`config.mk`:
```
export PLATFORM = sky130hd
export DESIGN_NAME = exc_ctx_regfile
export DESIGN_NICKNAME = d
export VERILOG_FILES = /design/src/rtl/exc_ctx_pkg.sv /design/src/rtl/exc_ctx_arb.sv /design/src/rtl/exc_ctx_rmux.sv /design/src/rtl/exc_ctx_regfile.sv
export SDC_FILE = /design/constraint.sdc
export NUM_CORES = 1
export LEC_CHECK = 0
export BUFFER_PORTS_ARGS = -buffer_cell sky130_fd_sc_hd__buf_2
export CAP_MARGIN = 40
export CORE_MARGIN = 3
export CORE_UTILIZATION = 55
export CTS_CLUSTER_DIAMETER = 40
export CTS_CLUSTER_SIZE = 14
export DETAILED_ROUTE_END_ITERATION = 10
export PLACE_DENSITY = 0.76
export SLEW_MARGIN = 0
export SYNTH_ARGS = -nofsm -noshare
export SYNTH_HDL_FRONTEND = slang
export SYNTH_SLANG_ARGS = --single-unit
```
`constraint.sdc`:
```
create_clock -name clk -period 3.2 [get_ports clk]
set_clock_uncertainty 0.05 [all_clocks]
set_input_delay 0.16 -clock clk [delete_from_list [all_inputs] [get_ports clk]]
set_output_delay 0.16 -clock clk [all_outputs]
set_load 0.01 [all_outputs]
```
`src/rtl/exc_ctx_pkg.sv`:
```
package exc_ctx_pkg;

    localparam int NUM_W  = 5;
    localparam int NUM_EV = 4;

    typedef enum logic [1:0] {
        EV_INT  = 2'd0,
        EV_NMI  = 2'd1,
        EV_CALL = 2'd2,
        EV_TRAP = 2'd3
    } ev_kind_e;

    localparam logic [NUM_W-1:0] RN_CAUSE = 5'd4;
    localparam logic [NUM_W-1:0] RN_STAT  = 5'd5;
    localparam logic [NUM_W-1:0] RN_TBASE = 5'd20;

    // Register number of the PC half of each save pair; the PSW half follows it.
    function automatic logic [NUM_W-1:0] pair_pc_num(input int k);
        case (k)
            0:       return 5'd0;
            1:       return 5'd2;
            2:       return 5'd16;
            default: return 5'd18;
        endcase
    endfunction

    function automatic logic [NUM_W-1:0] pair_psw_num(input int k);
        return pair_pc_num(k) + 5'd1;
    endfunction

    // Save priority: rank 0 wins.
    function automatic int ev_at_rank(input int r);
        case (r)
            0:       return int'(EV_NMI);
            1:       return int'(EV_TRAP);
            2:       return int'(EV_INT);
            default: return int'(EV_CALL);
        endcase
    endfunction

    function automatic logic is_reserved(input logic [NUM_W-1:0] n);
        return ((n >= 5'd6) && (n <= 5'd15)) || (n >= 5'd21);
    endfunction

endpackage

```
`src/rtl/exc_ctx_arb.sv`:
```
module exc_ctx_arb
    import exc_ctx_pkg::*;
(
    input  logic [NUM_EV-1:0] req,
    output logic [NUM_EV-1:0] grant
);
    logic found;

    always_comb begin
        grant = '0;
        found = 1'b0;
        for (int r = 0; r < NUM_EV; r++) begin
            if (!found && req[ev_at_rank(r)]) begin
                grant[ev_at_rank(r)] = 1'b1;
                found = 1'b1;
            end
        end
    end
endmodule

```
`src/rtl/exc_ctx_rmux.sv`:
```
module exc_ctx_rmux
    import exc_ctx_pkg::*;
#(
    parameter int XLEN = 32
) (
    input  logic [NUM_W-1:0]             rd_num,
    input  logic [NUM_EV-1:0][XLEN-1:0]  spc,
    input  logic [NUM_EV-1:0][XLEN-1:0]  spsw,
    input  logic [XLEN-1:0]              cause,
    input  logic [XLEN-1:0]              stat,
    input  logic [XLEN-1:0]              tbase,
    output logic [XLEN-1:0]              rd_data
);
    always_comb begin
        rd_data = '0;
        for (int k = 0; k < NUM_EV; k++) begin
            if (rd_num == pair_pc_num(k))  rd_data = spc[k];
            if (rd_num == pair_psw_num(k)) rd_data = spsw[k];
        end
        if (rd_num == RN_CAUSE) rd_data = cause;
        if (rd_num == RN_STAT)  rd_data = stat;
        if (rd_num == RN_TBASE) rd_data = tbase;
    end
endmodule

```
`src/rtl/exc_ctx_regfile.sv`:
```
module exc_ctx_regfile
    import exc_ctx_pkg::*;
#(
    parameter int XLEN   = 32,
    parameter int CODE_W = 16
) (
    input  logic                  clk,
    input  logic                  rst_n,
    input  logic [NUM_W-1:0]      ld_num,
    output logic [XLEN-1:0]       ld_data,
    input  logic                  st_en,
    input  logic [NUM_W-1:0]      st_num,
    input  logic [XLEN-1:0]       st_data,
    input  logic                  ev_int,
    input  logic                  ev_nmi,
    input  logic                  ev_call,
    input  logic                  ev_trap,
    input  logic [CODE_W-1:0]     ev_code,
    input  logic [XLEN-1:0]       cur_pc,
    output logic [XLEN-1:0]       stat_o,
    output logic [XLEN-1:0]       tbl_base_o
);
    localparam int HALF = XLEN / 2;

    typedef struct packed {
        logic [NUM_EV-1:0][XLEN-1:0] spc;
        logic [NUM_EV-1:0][XLEN-1:0] spsw;
        logic [XLEN-1:0]             cause;
        logic [XLEN-1:0]             stat;
        logic [XLEN-1:0]             tbase;
    } state_t;

    state_t s_d, s_q;

    logic [NUM_EV-1:0] ev_req;
    logic [NUM_EV-1:0] ev_grant;
    logic              cause_hit;

    always_comb begin
        ev_req          = '0;
        ev_req[EV_INT]  = ev_int;
        ev_req[EV_NMI]  = ev_nmi;
        ev_req[EV_CALL] = ev_call;
        ev_req[EV_TRAP] = ev_trap;
    end

    exc_ctx_arb u_arb (
        .req   (ev_req),
        .grant (ev_grant)
    );

    assign cause_hit = ev_grant[EV_INT] | ev_grant[EV_NMI];

    always_comb begin
        s_d = s_q;
        // software store; a capture of the same register masks it
        if (st_en) begin
            for (int k = 0; k < NUM_EV; k++) begin
                if (st_num == pair_pc_num(k) && !ev_grant[k])  s_d.spc[k]  = st_data;
                if (st_num == pair_psw_num(k) && !ev_grant[k]) s_d.spsw[k] = st_data;
            end
            if (st_num == RN_CAUSE && !cause_hit) s_d.cause = st_data;
            if (st_num == RN_STAT)                s_d.stat  = st_data;
            if (st_num == RN_TBASE)               s_d.tbase = st_data;
        end
        // hardware capture
        for (int k = 0; k < NUM_EV; k++) begin
            if (ev_grant[k]) begin
                s_d.spc[k]  = cur_pc;
                s_d.spsw[k] = s_q.stat;
            end
        end
        if (ev_grant[EV_NMI]) s_d.cause[XLEN-1:HALF] = ev_code[HALF-1:0];
        if (ev_grant[EV_INT]) s_d.cause[HALF-1:0]    = ev_code[HALF-1:0];
    end

    always_ff @(posedge clk or negedge rst_n) begin
        if (!rst_n) s_q <= '0;
        else        s_q <= s_d;
    end

    exc_ctx_rmux #(.XLEN(XLEN)) u_rmux (
        .rd_num  (ld_num),
        .spc     (s_q.spc),
        .spsw    (s_q.spsw),
        .cause   (s_q.cause),
        .stat    (s_q.stat),
        .tbase   (s_q.tbase),
        .rd_data (ld_data)
    );

    assign stat_o     = s_q.stat;
    assign tbl_base_o = s_q.tbase;

    // ---------------- assertions ----------------
    p_rsvd_read_r3: assert property (@(posedge clk) disable iff (!rst_n)
        is_reserved(ld_num) |-> ld_data == '0);

    p_rsvd_store_r3: assert property (@(posedge clk) disable iff (!rst_n)
        (st_en && is_reserved(st_num) && ev_req == '0) |=> s_q == $past(s_q));

    p_int_save_r4: assert property (@(posedge clk) disable iff (!rst_n)
        (ev_int && !ev_nmi && !ev_trap) |=>
            (s_q.spc[EV_INT] == $past(cur_pc)) && (s_q.spsw[EV_INT] == $past(s_q.stat))
            && (s_q.cause[XLEN-1:HALF] == $past(s_q.cause[XLEN-1:HALF])));

    p_nmi_save_r5: assert property (@(posedge clk) disable iff (!rst_n)
        ev_nmi |=> (s_q.spc[EV_NMI] == $past(cur_pc))
            && (s_q.cause[XLEN-1:HALF] == $past(ev_code[HALF-1:0]))
            && (s_q.cause[HALF-1:0] == $past(s_q.cause[HALF-1:0])));

    p_trap_save_r7: assert property (@(posedge clk) disable iff (!rst_n)
        (ev_trap && !ev_nmi) |=> (s_q.spc[EV_TRAP] == $past(cur_pc))
            && (s_q.cause == $past(s_q.cause)));

    p_grant_single_r9: assert property (@(posedge clk) disable iff (!rst_n)
        $onehot0(ev_grant) && ((ev_grant & ~ev_req) == '0));

    p_nmi_blocks_int_r9: assert property (@(posedge clk) disable iff (!rst_n)
        (ev_nmi && ev_int) |=> s_q.spc[EV_INT] == $past(s_q.spc[EV_INT]));

    p_capture_wins_r10: assert property (@(posedge clk) disable iff (!rst_n)
        (ev_call && !ev_nmi && !ev_trap && !ev_int && st_en && st_num == pair_pc_num(int'(EV_CALL)))
            |=> s_q.spc[EV_CALL] == $past(cur_pc));

endmodule

```
**After elaboration in Yosys (flattened, before gate mapping)**

Cells that the tools add are included.

- Output and inout bits: 96
- Register bits after elaboration: 352
- Logic and storage cells: 156
- Bits of input ports: 97

- Equality and inequality tests: 21
- Bitwise logic cells: 4
- Add/sub/neg operators: 4
- Multiplexer cells: 56
- Order comparisons: 8
- Reduce and logical (&&, ||, !) cells: 51

Operator list:

| operator | count |
|---|---|
| $mux W32 | 34 |
| $mux W352 | 1 |
| $ge A32 B1 Y1 const B | 4 |
| $lt A32 B4 Y1 const B | 4 |
| $eq A5 B5 Y1 | 8 |
| $mux W16 | 2 |
| $eq A5 B5 Y1 const B | 6 |
| $reduce_bool A2 Y1 | 14 |
| $reduce_and A2 Y1 | 12 |
| $add A5 B1 Y5 const B | 4 |
| $eq A5 B3 Y1 const B | 4 |
| $mux W5 | 4 |
| $logic_and A1 B1 Y1 | 16 |
| $mux W4 | 4 |
| $or A4 B4 Y4 | 3 |
| $eq A5 B2 Y1 const B | 2 |
| $demux W1 S2 | 4 |
| $logic_not A1 Y1 | 8 |
| $mux W1 | 7 |
| $eq A5 B1 Y1 const B | 1 |
| $logic_not A5 Y1 | 1 |
| $or A1 B1 Y1 | 1 |

**Logic depth before layout (Yosys ltp)**

- Word-level depth: 22
- Depth in mapped cells: 9
- Mapped depth without buffers: 5

**Cells and area by module**

A second synthesis with hierarchy kept.

- Cell total of the unflattened synthesis: 2313
- Area total of the unflattened synthesis: 21365.5 um^2

Modules (own cells, without submodules):

| module | cells an instance | seq. area each (um^2) | area each (um^2) | instances |
|---|---|---|---|---|
| exc_ctx_regfile | 1822 | 8808.4 | 17946.0 | 1 |
| exc_ctx_rmux | 487 | 0.0 | 3380.7 | 1 |
| exc_ctx_arb | 4 | 0.0 | 38.8 | 1 |

**Worst setup path after synthesis**

No wires, ideal clock.

- Path kind: input-to-reg
- Start point: input port st_en
- End point: register s_q[69] (netlist bit)
- Library setup time: 126 ps
- Slack: 1259 ps
- Stages on the path: 9
- Arrival time: 1765 ps
- Path buffers: 5
- Data required time: 3024 ps
- Cell sequence: buf_2 > nor2b_1 > buf_2 > or4b_1 > buf_2 > nor2b_1 > buf_6 > buf_6 > a221o_1

- Word-level cells in the longest chain between the ends: 2

RTL lines:

| element | line | RTL |
|---|---|---|
| start: declaration | exc_ctx_regfile.sv:11 | `input logic st_en,` |
| $reduce_bool A2 Y1 (no line) | - |  |
| $reduce_and A2 Y1 (no line) | - |  |
| end signal: assignment | exc_ctx_regfile.sv:78 | `if (!rst_n) s_q <= '0;` |
| end signal: assignment | exc_ctx_regfile.sv:79 | `else s_q <= s_d;` |
| end: declaration | exc_ctx_regfile.sv:33 | `state_t s_d, s_q;` |

No other way between the ends.
A chain may end at the register's enable or synchronous reset.

**Worst setup path after layout**

- Start point: input port ld_num[4]
- End point: output port ld_data[9]

- Word-level cells in the longest chain between the ends: 12
- Elaborated cells on any way between the ends: 22
- Those cells by class: eq/ne: 10; mux: 11; reduce/logical: 1

RTL lines:

| element | line | RTL |
|---|---|---|
| start: declaration | exc_ctx_regfile.sv:9 | `input logic [NUM_W-1:0] ld_num,` |
| $logic_not A5 Y1 | exc_ctx_rmux.sv:17 | `if (rd_num == pair_pc_num(k)) rd_data = spc[k];` |
| $mux W32 | exc_ctx_rmux.sv:17 |  |
| $mux W32 | exc_ctx_rmux.sv:18 | `if (rd_num == pair_psw_num(k)) rd_data = spsw[k];` |
| $mux W32 | exc_ctx_rmux.sv:17 |  |
| $mux W32 | exc_ctx_rmux.sv:18 |  |
| $mux W32 | exc_ctx_rmux.sv:17 |  |
| $mux W32 | exc_ctx_rmux.sv:18 |  |
| $mux W32 | exc_ctx_rmux.sv:17 |  |
| $mux W32 | exc_ctx_rmux.sv:18 |  |
| $mux W32 | exc_ctx_rmux.sv:20 | `if (rd_num == RN_CAUSE) rd_data = cause;` |
| $mux W32 | exc_ctx_rmux.sv:21 | `if (rd_num == RN_STAT) rd_data = stat;` |
| $mux W32 * | exc_ctx_rmux.sv:22 | `if (rd_num == RN_TBASE) rd_data = tbase;` |
| end: declaration | exc_ctx_regfile.sv:10 | `output logic [XLEN-1:0] ld_data,` |

Every way passes the cells marked *; elsewhere a longest branch is shown, timed or not.

==> metrics.yaml <==
timing:
  fin_setup_tns_ns: 0
  final_period_minus_worst_setup_slack_ns: 2.75
  layout_setup_ws_ns: 0.452
  layout_worst_path_cycle_share_pct: 85.9
  max_slew_margin_pct: 36.4
  final-max-slew-violation-count: 0
  worst-slew-pin-transition_ns: 0.954
  timing.fmax_mhz: 364
  report.final.setup_viol: 0
  finalHoldViolCount: 0
  rsz0062_at_grt: "false"
final_layout:
  number_of_inserted_filler_cells_in_the_final_layout: 2672
  areaGrowthSynthToFinish_pct: 19.7
  finish.net_count: 2507
  share_of_post_route_cells_with_drive_strength_above_1_pct: 18.2
  postLayoutCellArea_mm2: 0.0227
drt:
  routed_wirelength_mm: 66.7
  post_drt_via_cell_ratio: 6.45
  detailroute.via_count: 18700
  drt_first_pass_iters: 7
  remaining_drc_errors: 0
  drt_iter0_markers: 2360
  postRouteAntennaNets: 0
  drt-wirelength-per-cell_um: 23.0
die:
  floorplan.die.width_um: 192
  rows: 67
  fp.dieArea_mm2: 0.0367
  io_pins: 193
  initial_core_util_pct: 56.1
  dieHeight_um: 192
  core_region_area_mm2: 0.0338
worst_setup_path:
  crit_start: "ld_num[4]"
  crit_path_end_kind: "output port"
  timing_worst_setup_path_type: "in2out"
  arrival_ns: 2.54
  timing.critical_path.required_ns: 2.99
  path_max_fanout: 18
  start_kind: "input pin"
  timing.rr.start: "stat_o[11]$_DFFE_PN0P_"
power_and_ir_drop:
  static-leakage-power_nw: 9.77
  vdd_drop_max_v: 0.000506
  power_density_mw_per_mm2: 623
  total_power_w: 0.0141
hold_path:
  hold_path.class: "in2async"
flow_run:
  max_cap_viol_count: 0
place:
  dpl_cell_area_mm2: 0.0200
  globalplace.congestion: 0.918
  preCtsSetupSlack_ns: 0.533
  post-dp-hpwl_mm: 39.8
  port-buffer-count: 192
clock_network:
  clk_latency_ns: 0.60
  cts_bufs_inserted: 51
  cts_max_path_buffers: 3
  cts_tree: "built"
  cts_root_buf: "sky130_fd_sc_hd__clkbuf_16"
  cts_sinks: 352
  cts.reportedPaths.clkPinSlew_ns: 0.06
  htree_num_levels: 2
global_routing:
  largest_net_degree_at_the_start_of_global_routing: 146
  grt_overflow: 0
  antenna_found_initial: 3
  first_global_vias: 17900
  grt_pass1_wl_mm: 102
  overall_global_routing_resource_usage_pct: 35.9
logic_synthesis:
  async_flop_share_pct: 100
  netlist_area_mm2: 0.0190
  synth-seq-cells: 352
  synth_sequential_area_ratio_pct: 46.4
  synthesis.yosys.warnings: 0
  edff_count_synth: 0
  netlist-cell-type-count: 46
  postSynth.topFlopCell: "sky130_fd_sc_hd__dfrtp_1"
  post_synth.cell_area_avg_um2: 8.35
  synthCells: 2272
  synth.net_count: 2369
run_status:
  outcome: "finished, final reports clean"
flip-flops by register name, indices dropped and copies added, names as in the netlist:
signal	cells
s_q	288
stat_o	32
tbl_base_o	32
critical path: stages:
cell and delay [ns]:
sky130_fd_sc_hd__buf_2 0.39, sky130_fd_sc_hd__or3b_2 0.51, sky130_fd_sc_hd__nor2_1 0.51, sky130_fd_sc_hd__buf_4 0.31
sky130_fd_sc_hd__a221oi_1 0.11, sky130_fd_sc_hd__o21a_1 0.13, sky130_fd_sc_hd__a21oi_1 0.23, sky130_fd_sc_hd__buf_2 0.19
path summary, 6_finish.rpt:
kind,endpoint,slack (ns),cells past startpoint
max,ld_data[9],0.45,8
min,tbl_base_o[27]$_DFFE_PN0P_,0.18,2
max reg2reg,stat_o[11]$_DFFE_PN0P_,2.18,1
min reg2reg,s_q[88]$_DFFE_PN0P_,0.47,1
max in group asynchronous,s_q[99]$_DFFE_PN0P_,2.00,3
min in group clk,s_q[295]$_DFFE_PN0P_,0.19,5
stage by stage:
step                hold slack, ns  util (%)  instances
global route                 0.214      67.2       2902
finish                       0.181      67.2       2903
global placement             0.273      59.2       2720
detailed placement           0.259      59.3       2723
floorplan                   -0.186         -       2272
CTS                          0.155      67.2       2900
repair_timing:
action,4_1_cts,5_1_grt
resized for setup,0,0
setup buffers,0,0
endpoints found under the hold margin,323,0
hold buffers,82,0
synthesized netlist by cell type, types with 13 or more instances:
library cell	count	area share [%]
sky130_fd_sc_hd__a211oi_1	16	0.63
sky130_fd_sc_hd__a21oi_1	378	10
sky130_fd_sc_hd__a221o_1	31	1.6
sky130_fd_sc_hd__a221oi_1	22	1.0
sky130_fd_sc_hd__buf_1	13	0.26
sky130_fd_sc_hd__buf_2	17	0.45
sky130_fd_sc_hd__buf_4	64	2.5
sky130_fd_sc_hd__clkbuf_1	159	3.1
sky130_fd_sc_hd__dfrtp_1	352	46
sky130_fd_sc_hd__mux2_2	67	4.0
sky130_fd_sc_hd__mux2i_1	40	2.1
sky130_fd_sc_hd__nand2_1	332	6.6
sky130_fd_sc_hd__nand3_1	15	0.40
sky130_fd_sc_hd__nor2_1	327	6.5
sky130_fd_sc_hd__o21a_1	16	0.63
sky130_fd_sc_hd__o21ai_0	290	7.7
sky130_fd_sc_hd__o221ai_1	25	1.2
sky130_fd_sc_hd__o22ai_1	27	0.89
area by class of cell:
class                   instances  area [um^2]  share of cell area [%]
repair buffers                340         2510                    11.1
clock buffers                  62         1400                    6.16
inverters                       3         11.3                  0.0496
clock inverters                33          428                    1.89
diodes                          3         7.51                  0.0331
flip-flops and latches        352         8810                    38.8
well taps                     448          561                    2.47
multi-input cells            1662         8970                    39.5
routing by layer:
metal  part of all wire, %  track usage (%)  vias to the layer above  wire, um
met1                    38             48.7                     8989     25500
met3                    12             7.32                      240      7820
met4                   5.1             19.4                        0      3430
met5                     0                0                        -         0
met2                    45             54.5                     1300     29900
li1                      -                -                     8204         -
power breakdown:
part | leakage, nW | switching [W] | internal [W]
registers | 4.48 | 0.000647 | 0.00524
logic | 4.43 | 0.00126 | 0.000994
clock network | 0.860 | 0.00227 | 0.00372
cell families after synthesis:
logic type	after synthesis	share of synthesized area, %
AO/OA/AOI/OAI	821	24.3
AND/OR/NAND/NOR	720	15.1
flip-flops	352	46.4
buffers and inverters	258	6.56
multiplexers	121	7.63
cells in the final DEF (no fill, tap or decap), types with 27 or more instances in the layout:
cell	count
sky130_fd_sc_hd__a21oi_1	378
sky130_fd_sc_hd__dfrtp_1	352
sky130_fd_sc_hd__nand2_1	330
sky130_fd_sc_hd__nor2_1	327
sky130_fd_sc_hd__o21ai_0	290
sky130_fd_sc_hd__buf_2	188
sky130_fd_sc_hd__dlygate4sd3_1	82
sky130_fd_sc_hd__mux2_2	67
sky130_fd_sc_hd__clkbuf_16	52
sky130_fd_sc_hd__buf_4	50
sky130_fd_sc_hd__mux2i_1	40
sky130_fd_sc_hd__a221o_1	31
sky130_fd_sc_hd__o22ai_1	27
(Power assumes the default switching activity.)
